### config.mk
export PLATFORM = sky130hd
export DESIGN_NAME = sp_scratchpad
export DESIGN_NICKNAME = d
export VERILOG_FILES = /design/src/rtl/sp_pkg.sv /design/src/rtl/sp_crc.sv /design/src/rtl/sp_store.sv /design/src/rtl/sp_scratchpad.sv
export SDC_FILE = /design/constraint.sdc
export NUM_CORES = 1
export LEC_CHECK = 0
export ABC_AREA = 1
export ABC_CLOCK_PERIOD_IN_PS = 2700
export BUFFER_PORTS_ARGS = -buffer_cell sky130_fd_sc_hd__buf_2
export CELL_PAD_IN_SITES_DETAIL_PLACEMENT = 1
export CELL_PAD_IN_SITES_GLOBAL_PLACEMENT = 2
export CORE_MARGIN = 2
export CORE_UTILIZATION = 31
export DETAILED_ROUTE_END_ITERATION = 7
export PLACE_DENSITY_LB_ADDON = 0.1
export SLEW_MARGIN = 40
export SYNTH_ARGS = -nofsm -noshare
export SYNTH_HDL_FRONTEND = slang
export SYNTH_SLANG_ARGS = --single-unit
### constraint.sdc
create_clock -name clk -period 2.7 [get_ports clk]
set_input_delay 0 -clock clk [delete_from_list [all_inputs] [get_ports clk]]
set_output_delay 0 -clock clk [all_outputs]
set_load 0.03 [all_outputs]
### src/rtl/sp_pkg.sv
// Shared types and CRC arithmetic for the scratchpad block.
// Assumes byte-wide transport and a 16-bit reflected CRC.
package sp_pkg;

    localparam logic [15:0] CRC_POLY_REFL = 16'hA001;

    typedef enum logic [2:0] {
        S_CMD, S_TA1, S_TA2, S_WDAT, S_WEND, S_RD, S_HALT
    } sp_state_t;

    typedef enum logic [2:0] {
        P_TA1, P_TA2, P_ES, P_DAT, P_CRC0, P_CRC1, P_ONES
    } sp_phase_t;

    // Advance the CRC by one byte, least significant bit first.
    function automatic logic [15:0] crc16_step(input logic [15:0] c, input logic [7:0] d);
        logic [15:0] r;
        r = c;
        for (int k = 0; k < 8; k++) begin
            r = (r[0] ^ d[k]) ? ((r >> 1) ^ CRC_POLY_REFL) : (r >> 1);
        end
        return r;
    endfunction

endpackage

### src/rtl/sp_crc.sv
// Running CRC16 accumulator.
// clr restarts from zero; when en is also high, din is folded into the zero state.
module sp_crc (
    input  logic        clk,
    input  logic        rst_n,
    input  logic        clr,
    input  logic        en,
    input  logic [7:0]  din,
    output logic [15:0] crc
);
    import sp_pkg::*;

    // Update the CRC register on a clear or data strobe.
    always_ff @(posedge clk) begin
        if (!rst_n)          crc <= '0;
        else if (en)         crc <= crc16_step(clr ? 16'h0000 : crc, din);
        else if (clr)        crc <= '0;
    end
endmodule

### src/rtl/sp_store.sv
// Byte storage for the scratchpad: one synchronous write port and two
// asynchronous read ports (command engine and copy engine). No reset on contents.
module sp_store #(
    parameter int OFF_W = 6,
    parameter int DW    = 8
) (
    input  logic             clk,
    input  logic             we,
    input  logic [OFF_W-1:0] waddr,
    input  logic [DW-1:0]    wdata,
    input  logic [OFF_W-1:0] raddr_a,
    output logic [DW-1:0]    rdata_a,
    input  logic [OFF_W-1:0] raddr_b,
    output logic [DW-1:0]    rdata_b
);
    localparam int DEPTH = 1 << OFF_W;

    logic [DW-1:0] mem [DEPTH];

    // Store a byte on write enable.
    always_ff @(posedge clk) begin
        if (we) mem[waddr] <= wdata;
    end

    // Read both ports combinationally.
    always_comb begin
        rdata_a = mem[raddr_a];
        rdata_b = mem[raddr_b];
    end
endmodule

### src/rtl/sp_scratchpad.sv
// Scratchpad controller: decodes the write (CMD_WRITE) and read (CMD_READ)
// command sequences, keeps the target address and status byte, and exposes
// them to a copy engine. Assumes the first received byte after bus_rst is
// a command and that the status byte packs AA, PF and a 6-bit offset.
module sp_scratchpad #(
    parameter logic [7:0]  CMD_WRITE = 8'h0F,
    parameter logic [7:0]  CMD_READ  = 8'hAA,
    parameter logic [15:0] PW_BASE   = 16'h7FC0,
    parameter int          PW_SPAN_W = 4,
    parameter int          PW_GRP_W  = 3
) (
    input  logic        clk,
    input  logic        rst_n,
    input  logic        bus_rst,
    input  logic        rx_valid,
    input  logic [7:0]  rx_byte,
    input  logic        rx_partial,
    input  logic        tx_req,
    output logic        tx_valid,
    output logic [7:0]  tx_byte,
    output logic [15:0] cp_ta,
    output logic [7:0]  cp_es,
    input  logic        cp_aa_set,
    input  logic [5:0]  cp_rd_addr,
    output logic [7:0]  cp_rd_data
);
    import sp_pkg::*;

    localparam int                ADDR_W  = 16;
    localparam int                OFF_W   = 6;
    localparam logic [OFF_W-1:0]  OFF_MAX = '1;

    sp_state_t         state;
    sp_phase_t         ph;
    logic [ADDR_W-1:0] ta;
    logic              aa, pf, pwm;
    logic [OFF_W-1:0]  eoff, off;
    logic [15:0]       crc;
    logic              mem_we, crc_clr, crc_en;
    logic [7:0]        crc_din, tx_next, rd_a, es;
    logic [ADDR_W-1:0] addr_in, addr_fix;
    logic              pw_hit, grp_mode;

    assign es    = {aa, pf, eoff};
    assign cp_es = es;
    assign cp_ta = ta;

    // Shape the incoming address: clear the top bit, align password targets.
    always_comb begin
        addr_in             = {rx_byte, ta[7:0]};
        addr_in[ADDR_W-1]   = 1'b0;
        pw_hit              = addr_in[ADDR_W-1:PW_SPAN_W] == PW_BASE[ADDR_W-1:PW_SPAN_W];
        addr_fix            = addr_in;
        if (pw_hit) addr_fix[PW_GRP_W-1:0] = '0;
        grp_mode            = pwm && (off[OFF_W-1:PW_SPAN_W] == '0);
    end

    // Decide storage, CRC and transmit actions for this cycle.
    always_comb begin
        mem_we  = 1'b0;
        crc_clr = 1'b0;
        crc_en  = 1'b0;
        crc_din = rx_byte;
        tx_next = 8'hFF;
        if (!bus_rst) begin
            case (state)
                S_CMD:  if (rx_valid && !rx_partial) begin crc_clr = 1'b1; crc_en = 1'b1; end
                S_TA1,
                S_TA2:  if (rx_valid && !rx_partial) crc_en = 1'b1;
                S_WDAT: if (rx_valid && !rx_partial) begin mem_we = 1'b1; crc_en = 1'b1; end
                S_WEND, S_RD: if (tx_req) begin
                    case (ph)
                        P_TA1:   tx_next = ta[7:0];
                        P_TA2:   tx_next = ta[15:8];
                        P_ES:    tx_next = es;
                        P_DAT:   tx_next = rd_a;
                        P_CRC0:  tx_next = ~crc[7:0];
                        P_CRC1:  tx_next = ~crc[15:8];
                        default: tx_next = 8'hFF;
                    endcase
                    crc_din = tx_next;
                    crc_en  = (state == S_RD) &&
                              (ph == P_TA1 || ph == P_TA2 || ph == P_ES || ph == P_DAT);
                end
                default: ;
            endcase
        end
    end

    // Sequence commands and hold address, status and pointers.
    always_ff @(posedge clk) begin
        if (!rst_n) begin
            state <= S_CMD;  ph <= P_TA1;  ta <= '0;  aa <= 1'b0;  pf <= 1'b1;
            pwm <= 1'b0;  eoff <= '0;  off <= '0;  tx_valid <= 1'b0;  tx_byte <= 8'hFF;
        end else begin
            tx_valid <= tx_req;
            if (tx_req) tx_byte <= tx_next;
            if (cp_aa_set) aa <= 1'b1;
            if (bus_rst) begin
                state <= S_CMD;
            end else begin
                case (state)
                    S_CMD: if (rx_valid) begin
                        ph <= P_TA1;
                        if (rx_partial)               state <= S_HALT;
                        else if (rx_byte == CMD_WRITE) state <= S_TA1;
                        else if (rx_byte == CMD_READ)  state <= S_RD;
                        else                           state <= S_HALT;
                    end
                    S_TA1: if (rx_valid) begin
                        if (rx_partial) state <= S_HALT;
                        else begin ta[7:0] <= rx_byte; state <= S_TA2; end
                    end
                    S_TA2: if (rx_valid) begin
                        if (rx_partial) state <= S_HALT;
                        else begin
                            ta <= addr_fix;  off <= addr_fix[OFF_W-1:0];  pwm <= pw_hit;
                            aa <= 1'b0;  pf <= 1'b0;  state <= S_WDAT;
                        end
                    end
                    S_WDAT: if (rx_valid) begin
                        if (rx_partial) begin pf <= 1'b1; state <= S_HALT; end
                        else begin
                            if (!grp_mode || (&off[PW_GRP_W-1:0])) eoff <= off;
                            off <= off + 1'b1;
                            if (off == OFF_MAX) begin state <= S_WEND; ph <= P_CRC0; end
                        end
                    end
                    S_WEND, S_RD: if (tx_req) begin
                        case (ph)
                            P_TA1:  ph <= P_TA2;
                            P_TA2:  ph <= P_ES;
                            P_ES:   begin off <= ta[OFF_W-1:0]; ph <= P_DAT; end
                            P_DAT:  begin off <= off + 1'b1; if (off == OFF_MAX) ph <= P_CRC0; end
                            P_CRC0: ph <= P_CRC1;
                            default: ph <= P_ONES;
                        endcase
                    end
                    default: ;
                endcase
            end
        end
    end

    sp_crc u_crc (
        .clk(clk), .rst_n(rst_n), .clr(crc_clr), .en(crc_en), .din(crc_din), .crc(crc)
    );

    sp_store #(.OFF_W(OFF_W), .DW(8)) u_store (
        .clk(clk), .we(mem_we), .waddr(off), .wdata(rx_byte),
        .raddr_a(off), .rdata_a(rd_a), .raddr_b(cp_rd_addr), .rdata_b(cp_rd_data)
    );
endmodule

==> results.toml <==
[route]
num_vias = 27100
drt-initial-drc-count = 2162
via_per_inst = 5.55
routedWlPerCell_um = 27.6
finalWirelength_um = 135000
ant_nets = 0
dr.pass1.iters = 7
drc = 0

[timing]
tightest_slew_ns = 0.857
fin_crit_sh = 1.14
fin_ws_ns = -0.377
min_period_ns = 3.08
hold_slack_ns = 0.0544
max_clock_freq_mhz = 325
hold_violations = 0
setup_viol = 11
fin_skew_ns = 0.0285
slew_violations = 0
slew_headroom = 0.429
rsz0062_at_grt = "true"

[synthesis]
post-synth-top-count-cell = "nand2_1"
async_reset_ff_frac = 0
yosys-top-cells-area = "edfxtp_1 53%, nand2_1 9.2%, nand3_1 7.4%, o21ai_0 7.0%, nor2_1 5.9%"
ys_ff_latch = 579
seq_area_frac_synth = 0.575
synth-edff-count = 512
synth_top_area_share = 0.529
synth_area_leader_cell = "edfxtp_1"
ys.flop_type = "edfxtp_1"
yosysWarnings = 0
synth_common_cells = "716 x nand2_1, 512 x edfxtp_1, 453 x nor2_1, 432 x nand3_1, 405 x o21ai_0"
ys_types = 45
synth_area_um2 = 29100
synth_nets = 3255
netlist_instances = 3232
avgSynthCellArea_um2 = 8.99

[final_layout]
finalNetCount = 3589
syn2layout_area_growth_pct = 29.7
seqCellArea_um2 = 16700
num-fill-cells = 10500
final_util = 0.405
final_cells = 4874
multi_input_area_um2 = 11600
drive_gt1_frac = 0.228

[placed_design]
place_hpwl_um = 89500
place_inst = 4665
gp_congestion = 0.878
portBuffers = 60

[setup_path]
critPathMaxFanout = 12
cp-end-kind = "flop"
rr_endpoint = "u_crc.crc[14]$_SDFF_PN0_"
start_kind = "flop"
crit_end = "u_crc.crc[14]$_SDFF_PN0_"
rr_worst_depth = 26
critPathKind = "reg2reg"
critical_path_required_ns = 3.25
critPathArrivalTime_ns = 3.63
r2r_setup_slack_ns = -0.38

[clock_network]
tritoncts = "built"
cts_buffers = 73
htree_levels = 3
clock_latency_ns = 0.63
clkSinkCount = 579
root_buffer = "clkbuf_16"
clock_path_buffers = 3
clkTransAtPathRegs_ns = 0.06

[global_route]
grt_overflow = 0
grt_pass1_wl_um = 195000
use_met1 = 0.383
grt_use_met2 = 0.460
antenna_found_initial = 2
grt_max_degree = 67
busiest_layer = "met2"
grtUsageMet3 = 0.0294
grt_usage = 0.278
grt_pass1_vias = 27800

[floorplanning]
die-area_um2 = 96200
initial_core_util = 0.312
die_w_um = 310
core_um2 = 93200
boundaryPins = 62
die_height_um = 310
std_cell_rows = 112

[power]
total_leakage_power_nw = 14.1
power_mw = 22.1
cellPowerDensity_nw_per_um2 = 586
ir_drop_v = 0.000492

[hold_path]
min_path_type = "in2reg"
min_from = "rx_byte[7]"

[job]
maxCapViolations = 0

[run_status]
failed_checks = "negative setup slack"
status = "finished, violations left"
critical path, stage by stage (launching register included):
cell and delay [ns]:
dfxtp_4 0.42, buf_8 0.15, bufbuf_16 0.29, nand2_1 0.06, nand3_1 0.10, nand3_2 0.11, nand2_1 0.08, nand2_1 0.10
nand3_4 0.12, o21ai_4 0.09, nand2_1 0.08, nand3_1 0.08, nand2_1 0.09, nand2_1 0.09, nand2_1 0.09, nand2_2 0.08
nand2_2 0.09, nand2_2 0.07, nand2_2 0.08, nand2_2 0.07, nand2_4 0.08, inv_2 0.05, nand2_4 0.08, nand2_4 0.07
buf_4 0.14, buf_6 0.11, a21oi_2 0.11
cell usage in the layout, fill, tap and decap left out, types with 23 or more instances in the layout:
cell and instances:
o22ai_1 139, buf_6 23, nand2_2 83, buf_4 304, nor2_1 445, a21oi_1 44
buf_2 55, nand2_1 623, nand3_2 79, dfxtp_1 64, o21ai_0 380, edfxtp_1 512
buf_12 65, clkbuf_16 77, o221ai_1 36, inv_1 77, nand3_1 345
worst min-delay path by stage:
stage | cells past startpoint | slack [ns] | endpoint
after global placement | 3 | 0.25 | aa$_SDFF_PN0_
after CTS | 1 | 0.03 | u_store.mem[35][7]$_DFFE_PP_
after global routing | 1 | 0.04 | u_store.mem[46][7]$_DFFE_PP_
after detailed placement | 3 | 0.28 | aa$_SDFF_PN0_
final | 1 | 0.05 | u_store.mem[32][7]$_DFFE_PP_
after floorplan | 0 | 0.1 | u_store.mem[0][0]$_DFFE_PP_
what timing repair did:
action	4_1_cts	5_1_grt
hold buffers	18	0
gates resized for setup	232	99
pin swaps	65	43
gates cloned	15	1
setup endpoints to repair	109	526
buffers inserted	39	8
hold endpoints to repair	52	0
through the flow:
stage          area (um2)  setup slack [ns]  TNS, ns
2_1_floorplan       29100             0.345        0
3_3_place_gp        33100            -0.565    -4.45
3_5_place_dp        33100            -0.561    -4.06
4_1_cts             37200            -0.293    -2.40
5_1_grt             37700            -0.586    -5.10
6_report            37700            -0.377    -2.76
logic make-up (layout without fill, tap and decap cells):
| family | count (synthesis) | count (layout) | share of synthesized area |
|---|---|---|---|
| AND/OR/NAND/NOR | 1627 | 1627 | 0.232 |
| AO/OA/AOI/OAI | 691 | 691 | 0.134 |
| flip-flops | 579 | 579 | 0.575 |
| buffers and inverters | 330 | 717 | 0.0571 |
| adder cells (fa/ha/maj) | 2 | 2 | 0.000861 |
| XOR/XNOR | 2 | 2 | 0.000603 |
| other | 1 | 2 | 0.000129 |
power by group:
group / internal, mW / switching (mW) / total (mW)
combinational: 0.790 / 1.58 / 2.37
clock: 6.00 / 3.94 / 9.94
sequential: 9.76 / 0.0322 / 9.79
total: 16.6 / 5.55 / 22.1
routing by layer:
layer  part of all wire  wire length (um)
met5                  0                 0
met4              0.029              3910
met3              0.050              6720
met2               0.47             63800
met1               0.45             60300
flip-flops by register name, summed over array words and instances, names as in the netlist, 3 cells and up, named ones only:
name / count
cp_ta: 15
eoff: 6
off: 6
ph: 3
state: 3
tx_byte: 8
u_crc.crc: 16
u_store.mem: 512
area by class of cell:
class / count / share of cell area
sequential: 579 / 0.444
multi-input combinational: 2323 / 0.309
timing repair buffer: 489 / 0.130
clock buffer: 95 / 0.0545
tap: 1254 / 0.0416
inverter: 98 / 0.0111
clock inverter: 33 / 0.00922
timing repair inverter: 2 / 0.000830
antenna: 1 / 0.0000664
Power figures use the tool's default switching activity.
